File: src/rtl/shift_pkg.sv
package shift_pkg;
  typedef enum logic [2:0] {
    K_NONE,
    K_SLL,
    K_SRL,
    K_SRA,
    K_ROR
  } kind_e;

  typedef enum logic [1:0] {
    FILL_ZERO,
    FILL_SIGN,
    FILL_WRAP
  } fill_e;

  localparam logic [5:0] FN_SLL  = 6'h00;
  localparam logic [5:0] FN_SRL  = 6'h02;
  localparam logic [5:0] FN_SRA  = 6'h03;
  localparam logic [5:0] FN_SLLV = 6'h04;
  localparam logic [5:0] FN_SRLV = 6'h06;
  localparam logic [5:0] FN_SRAV = 6'h07;
endpackage

File: src/rtl/shift_decode.sv
module shift_decode
  import shift_pkg::*;
(
  input  logic [5:0] funct_i,
  input  logic       rs_rot_i,
  input  logic       sa_rot_i,
  output kind_e      kind_o,
  output logic       var_o,
  output logic       valid_o
);
  always_comb begin
    kind_o  = K_NONE;
    var_o   = 1'b0;
    valid_o = 1'b1;
    unique case (funct_i)
      FN_SLL:  kind_o = K_SLL;
      FN_SRL:  kind_o = rs_rot_i ? K_ROR : K_SRL;
      FN_SRA:  kind_o = K_SRA;
      FN_SLLV: begin kind_o = K_SLL; var_o = 1'b1; end
      FN_SRLV: begin kind_o = sa_rot_i ? K_ROR : K_SRL; var_o = 1'b1; end
      FN_SRAV: begin kind_o = K_SRA; var_o = 1'b1; end
      default: valid_o = 1'b0;
    endcase
  end

  always_comb begin
    if (!valid_o) p_none_when_idle_r8: assert (kind_o == K_NONE);
  end
endmodule

File: src/rtl/shift_amt_sel.sv
module shift_amt_sel #(
  parameter int XLEN = 32,
  localparam int SHW = $clog2(XLEN)
) (
  input  logic            var_i,
  input  logic [SHW-1:0]  sa_i,
  input  logic [XLEN-1:0] rs_val_i,
  output logic [SHW-1:0]  amt_o
);
  logic unused_rs_hi;
  assign unused_rs_hi = ^rs_val_i[XLEN-1:SHW];
  assign amt_o = var_i ? rs_val_i[SHW-1:0] : sa_i;
endmodule

File: src/rtl/shift_barrel.sv
module shift_barrel
  import shift_pkg::*;
#(
  parameter int XLEN = 32,
  localparam int SHW = $clog2(XLEN)
) (
  input  logic [XLEN-1:0] data_i,
  input  logic [SHW-1:0]  amt_i,
  input  logic            left_i,
  input  fill_e           fill_i,
  output logic [XLEN-1:0] data_o
);
  logic [XLEN-1:0] data_rev, src, net, net_rev;

  // left shift = reverse, shift right, reverse back
  for (genvar i = 0; i < XLEN; i++) begin : g_rev
    assign data_rev[i] = data_i[XLEN-1-i];
    assign net_rev[i]  = net[XLEN-1-i];
  end

  assign src = left_i ? data_rev : data_i;

  always_comb begin
    logic [XLEN-1:0] cur, nxt;
    logic            sign_b;
    sign_b = data_i[XLEN-1];
    cur    = src;
    for (int k = 0; k < SHW; k++) begin
      nxt = cur;
      if (amt_i[k]) begin
        for (int i = 0; i < XLEN; i++) begin
          if (i + (1 << k) < XLEN) begin
            nxt[i] = cur[i + (1 << k)];
          end else begin
            unique case (fill_i)
              FILL_SIGN: nxt[i] = sign_b;
              FILL_WRAP: nxt[i] = cur[i + (1 << k) - XLEN];
              default:   nxt[i] = 1'b0;
            endcase
          end
        end
      end
      cur = nxt;
    end
    net = cur;
  end

  assign data_o = left_i ? net_rev : net;

  always_comb begin
    if (amt_i == '0) p_zero_dist_passes_r7: assert (data_o == data_i);
  end
endmodule

File: src/rtl/shift_unit.sv
module shift_unit
  import shift_pkg::*;
#(
  parameter int XLEN = 32,
  localparam int SHW = $clog2(XLEN)
) (
  input  logic [5:0]      funct_i,
  input  logic [SHW-1:0]  sa_i,
  input  logic            rs_rot_i,
  input  logic [XLEN-1:0] rs_val_i,
  input  logic [XLEN-1:0] rt_val_i,
  output logic [XLEN-1:0] rd_o,
  output logic            valid_o
);
  kind_e           kind;
  logic            var_sel;
  logic            dec_valid;
  logic [SHW-1:0]  amt;
  logic [XLEN-1:0] bar_out;
  fill_e           fill;

  shift_decode u_dec (
    .funct_i  (funct_i),
    .rs_rot_i (rs_rot_i),
    .sa_rot_i (sa_i[0]),
    .kind_o   (kind),
    .var_o    (var_sel),
    .valid_o  (dec_valid)
  );

  shift_amt_sel #(.XLEN(XLEN)) u_amt (
    .var_i    (var_sel),
    .sa_i     (sa_i),
    .rs_val_i (rs_val_i),
    .amt_o    (amt)
  );

  always_comb begin
    unique case (kind)
      K_SRA:   fill = FILL_SIGN;
      K_ROR:   fill = FILL_WRAP;
      default: fill = FILL_ZERO;
    endcase
  end

  shift_barrel #(.XLEN(XLEN)) u_bar (
    .data_i (rt_val_i),
    .amt_i  (amt),
    .left_i (kind == K_SLL),
    .fill_i (fill),
    .data_o (bar_out)
  );

  assign valid_o = dec_valid;
  assign rd_o    = dec_valid ? bar_out : '0;

  logic [XLEN-1:0] low_mask;
  assign low_mask = (XLEN'(1) << amt) - XLEN'(1);

  always_comb begin
    if (!valid_o) p_idle_result_zero_r8: assert (rd_o == '0);
    if (kind == K_ROR)
      p_rotate_keeps_ones_r3: assert ($countones(rd_o) == $countones(rt_val_i));
    if (kind == K_SLL) p_left_low_zero_r1: assert ((rd_o & low_mask) == '0);
    if (kind == K_SRA) p_arith_sign_kept_r4: assert (rd_o[XLEN-1] == rt_val_i[XLEN-1]);
  end
endmodule

File: config.mk
export PLATFORM = sky130hd
export DESIGN_NAME = shift_unit
export DESIGN_NICKNAME = d
export VERILOG_FILES = /design/src/rtl/shift_pkg.sv /design/src/rtl/shift_decode.sv /design/src/rtl/shift_amt_sel.sv /design/src/rtl/shift_barrel.sv /design/src/rtl/shift_unit.sv
export SDC_FILE = /design/constraint.sdc
export NUM_CORES = 1
export LEC_CHECK = 0
export BUFFER_PORTS_ARGS = -buffer_cell sky130_fd_sc_hd__buf_2
export CORE_ASPECT_RATIO = 0.7
export CORE_MARGIN = 2
export CORE_UTILIZATION = 45
export DETAILED_ROUTE_END_ITERATION = 12
export GPL_TIMING_DRIVEN = 0
export PLACE_DENSITY = 0.69
export SLEW_MARGIN = 20
export SYNTH_ARGS = -nofsm -noshare
export SYNTH_HDL_FRONTEND = slang
export SYNTH_SLANG_ARGS = --single-unit
File: constraint.sdc
create_clock -name vclk -period 4.5
set_clock_uncertainty 0.2 [all_clocks]
set_input_delay 0.45 -clock vclk [all_inputs]
set_output_delay 0.45 -clock vclk [all_outputs]
set_load 0.02 [all_outputs]
==> results.toml <==
[sta]
final.setup.worst_slack_ns = -0.0953
tns_ns = -0.255
hold_viol = 0
timing.final.crit_share_pct = 102
grt_setup_unrepaired = "true"
timing.fmax_ghz = 0.218
slew_headroom_pct = 22.1
slew_viol_final = 0
worst_pin_slew_ns = 1.14
period_minus_slack_ns = 4.60
setup_violations = 7
whs_ns = 1.17

[run_status]
violations = "negative setup slack"
outcome = "finished with violations"

[synth]
syn_nets = 724
synth_compound_area_share_pct = 53.2
synth_warnings = 0
synth_top_family_by_area = "compound AO/OA/AOI/OAI gates"
synth-xor-area-share_pct = 0
synth_top_area_share_pct = 7.95
synth-adder-area-share_pct = 0
synth_top_area_cell = "a211oi_1"
synth_area_per_cell_um2 = 6.71
netlist_area_um2 = 4350
yosys.area_share.simple_pct = 27.1
seq_area_frac_synth_pct = 0
netlist_top_cells_area = "a211oi_1, nor3_1, mux2i_1"
synthMuxAreaShare_pct = 10.5
synthDistinctLibCells = 84
netlist_instances = 648

[pwr]
peakVddDrop_v = 0.0000624
power.density_nw_per_um2 = 138
p_leak_nw = 2.10

[die]
fp.dieH_um = 86.2
fp.dieArea_um2 = 10500
fp.coreArea_um2 = 9220
ioPinCount = 109
start_util_pct = 47.1
die_w_um = 121
rows = 29

[finish]
area_growth_syn_to_layout_pct = 28.8
seqCellArea_um2 = 0
final_nets = 832
seq_cells = 0
fin_util_pct = 60.7
clkbuf_count = 0
drive_gt1_share_pct = 35.7

[routing]
wl_met1_um = 9790
drt-total-wl_um = 26100
drc = 0
avgRoutedWirePerCell_um = 29.7
viasPerCell = 8.23
top_layer = "met5"
wl_met3_um = 5220
vias = 7237
drt-initial-drc-count = 1626
wl_met2_um = 9480
ant_nets = 0
drtPass1Iterations = 11

[critical_path]
startpoint_type = "input pin"
cp_common_cell = "buf_4"
cp.arrival_ns = 3.95
crit_required_ns = 3.85
path_class = "in2out"
worst_setup_path_end_kind = "primary output"
crit_fanout = 10
crit_chain = "buf_2 > or3_4 > o31ai_4 > buf_6 > buf_4 > a21boi_1 > o32ai_1 > mux2i_1 > a211oi_2 > nand2_1 > o22ai_1 > a2111oi_2 > buf_4"
critical_path.max_stage_delay_ns = 0.60
crit_buf_inv = 4
crit_slowest_cell = "o32ai_1"
cpLargestDelayFamily = "compound AO/OA/AOI/OAI gates"

[hold_path]
hp-start = "funct_i[1]"
hold_path.class = "in2out"
hold_depth = 4
holdPathEnd = "rd_o[13]"

[global_routing]
grt_antenna_before_repair = 1
grt_max_degree = 11
grt_pass1_wl_um = 37900
grtUsageTotal_pct = 47.1
overflow = 0
grt_pass1_vias = 6155

[clocking]
hold_buffers = 0

[placed_design]
port_buffers = 80
hpwl_um = 19900
globalplace.congestion = 1.18

[run]
drv_cap = 0
[area by class of cell]
| cell class | instances | area, um^2 |
|---|---|---|
| diodes | 1 | 2.50 |
| plain buffers | 62 | 374 |
| fillers | 899 | 3620 |
| inverters | 18 | 67.6 |
| multi-input cells | 567 | 4360 |
| well taps | 124 | 155 |
| repair buffers | 107 | 633 |
[worst max path at each step]
| stage | endpoint | cells past startpoint | start |
|---|---|---|---|
| finish | rd_o[30] | 13 | funct_i[3] |
| global route | rd_o[16] | 13 | funct_i[3] |
| CTS | rd_o[30] | 13 | funct_i[3] |
| detailed placement | rd_o[14] | 12 | funct_i[3] |
| global placement | rd_o[14] | 11 | funct_i[3] |
| floorplan | rd_o[25] | 12 | funct_i[3] |
[cell usage in the layout (no fill, tap or decap), types with 14 or more instances in the layout]
| cell type | n |
|---|---|
| buf_2 | 92 |
| a21oi_1 | 38 |
| clkbuf_1 | 17 |
| mux2i_1 | 20 |
| clkbuf_2 | 15 |
| buf_4 | 31 |
| inv_1 | 18 |
| o22ai_1 | 14 |
| nand2_1 | 40 |
| o21ai_0 | 31 |
| nor2_1 | 43 |
| nand3_1 | 25 |
| nor3_1 | 61 |
| a211oi_1 | 43 |
[cells in the mapped netlist, types with 6 or more instances]
master / number
a311oi_1: 9
o21ai_1: 7
and3_1: 9
a21boi_1: 7
a31oi_1: 17
nor3_1: 67
clkbuf_1: 32
a21oi_2: 6
nand2_1: 42
nand3_1: 26
o31ai_1: 11
mux2_2: 8
o21ai_0: 36
mux2i_1: 23
o221ai_1: 7
buf_2: 16
inv_1: 18
o32ai_1: 16
a21oi_1: 45
o22ai_1: 16
buf_6: 8
a211oi_1: 46
nor2_1: 44
[routing by layer]
| layer | vias to the layer above | global-route usage, % |
|---|---|---|
| met3 | 208 | 26.4 |
| met4 | 8 | 11.6 |
| met5 | - | 0 |
| met1 | 3347 | 64.7 |
| met2 | 828 | 62.7 |
| li1 | 2846 | - |
[power by group]
part           switching (mW)  leakage (nW)    total [mW]  internal [mW]
clock                       0    0.00000648  0.0000000600   0.0000000600
sequential                  0             0             0              0
combinational           0.512          2.10         0.773          0.261
total                   0.512          2.10         0.773          0.261
[worst min-delay path: cells and delay by family]
kind / cells / cell delay [ns]
buf+inv: 2 / 0.31
simple gates: 1 / 0.08
compound gates: 1 / 0.08
[through the flow]
stage,instance area (um^2),setup WS [ns],std cells,power (mW)
finish,5600,-0.0953,879,0.773
detailed placement,4900,-0.753,852,0.614
CTS,5100,-0.0183,856,0.642
global placement,4900,-0.791,852,0.619
floorplan,4350,0.365,648,0.406
global route,5600,-0.0276,879,0.780
[repair_timing]
action	4_1_cts	5_1_grt
setup buffers	4	23
pin swaps	5	27
endpoints found under the setup margin	32	32
gates resized for setup	38	74
gates cloned	0	0
[cell families after synthesis]
logic type	after synthesis
simple gates	227
buf+inv	81
mux	37
compound gates	303
(Power assumes the default switching activity.)
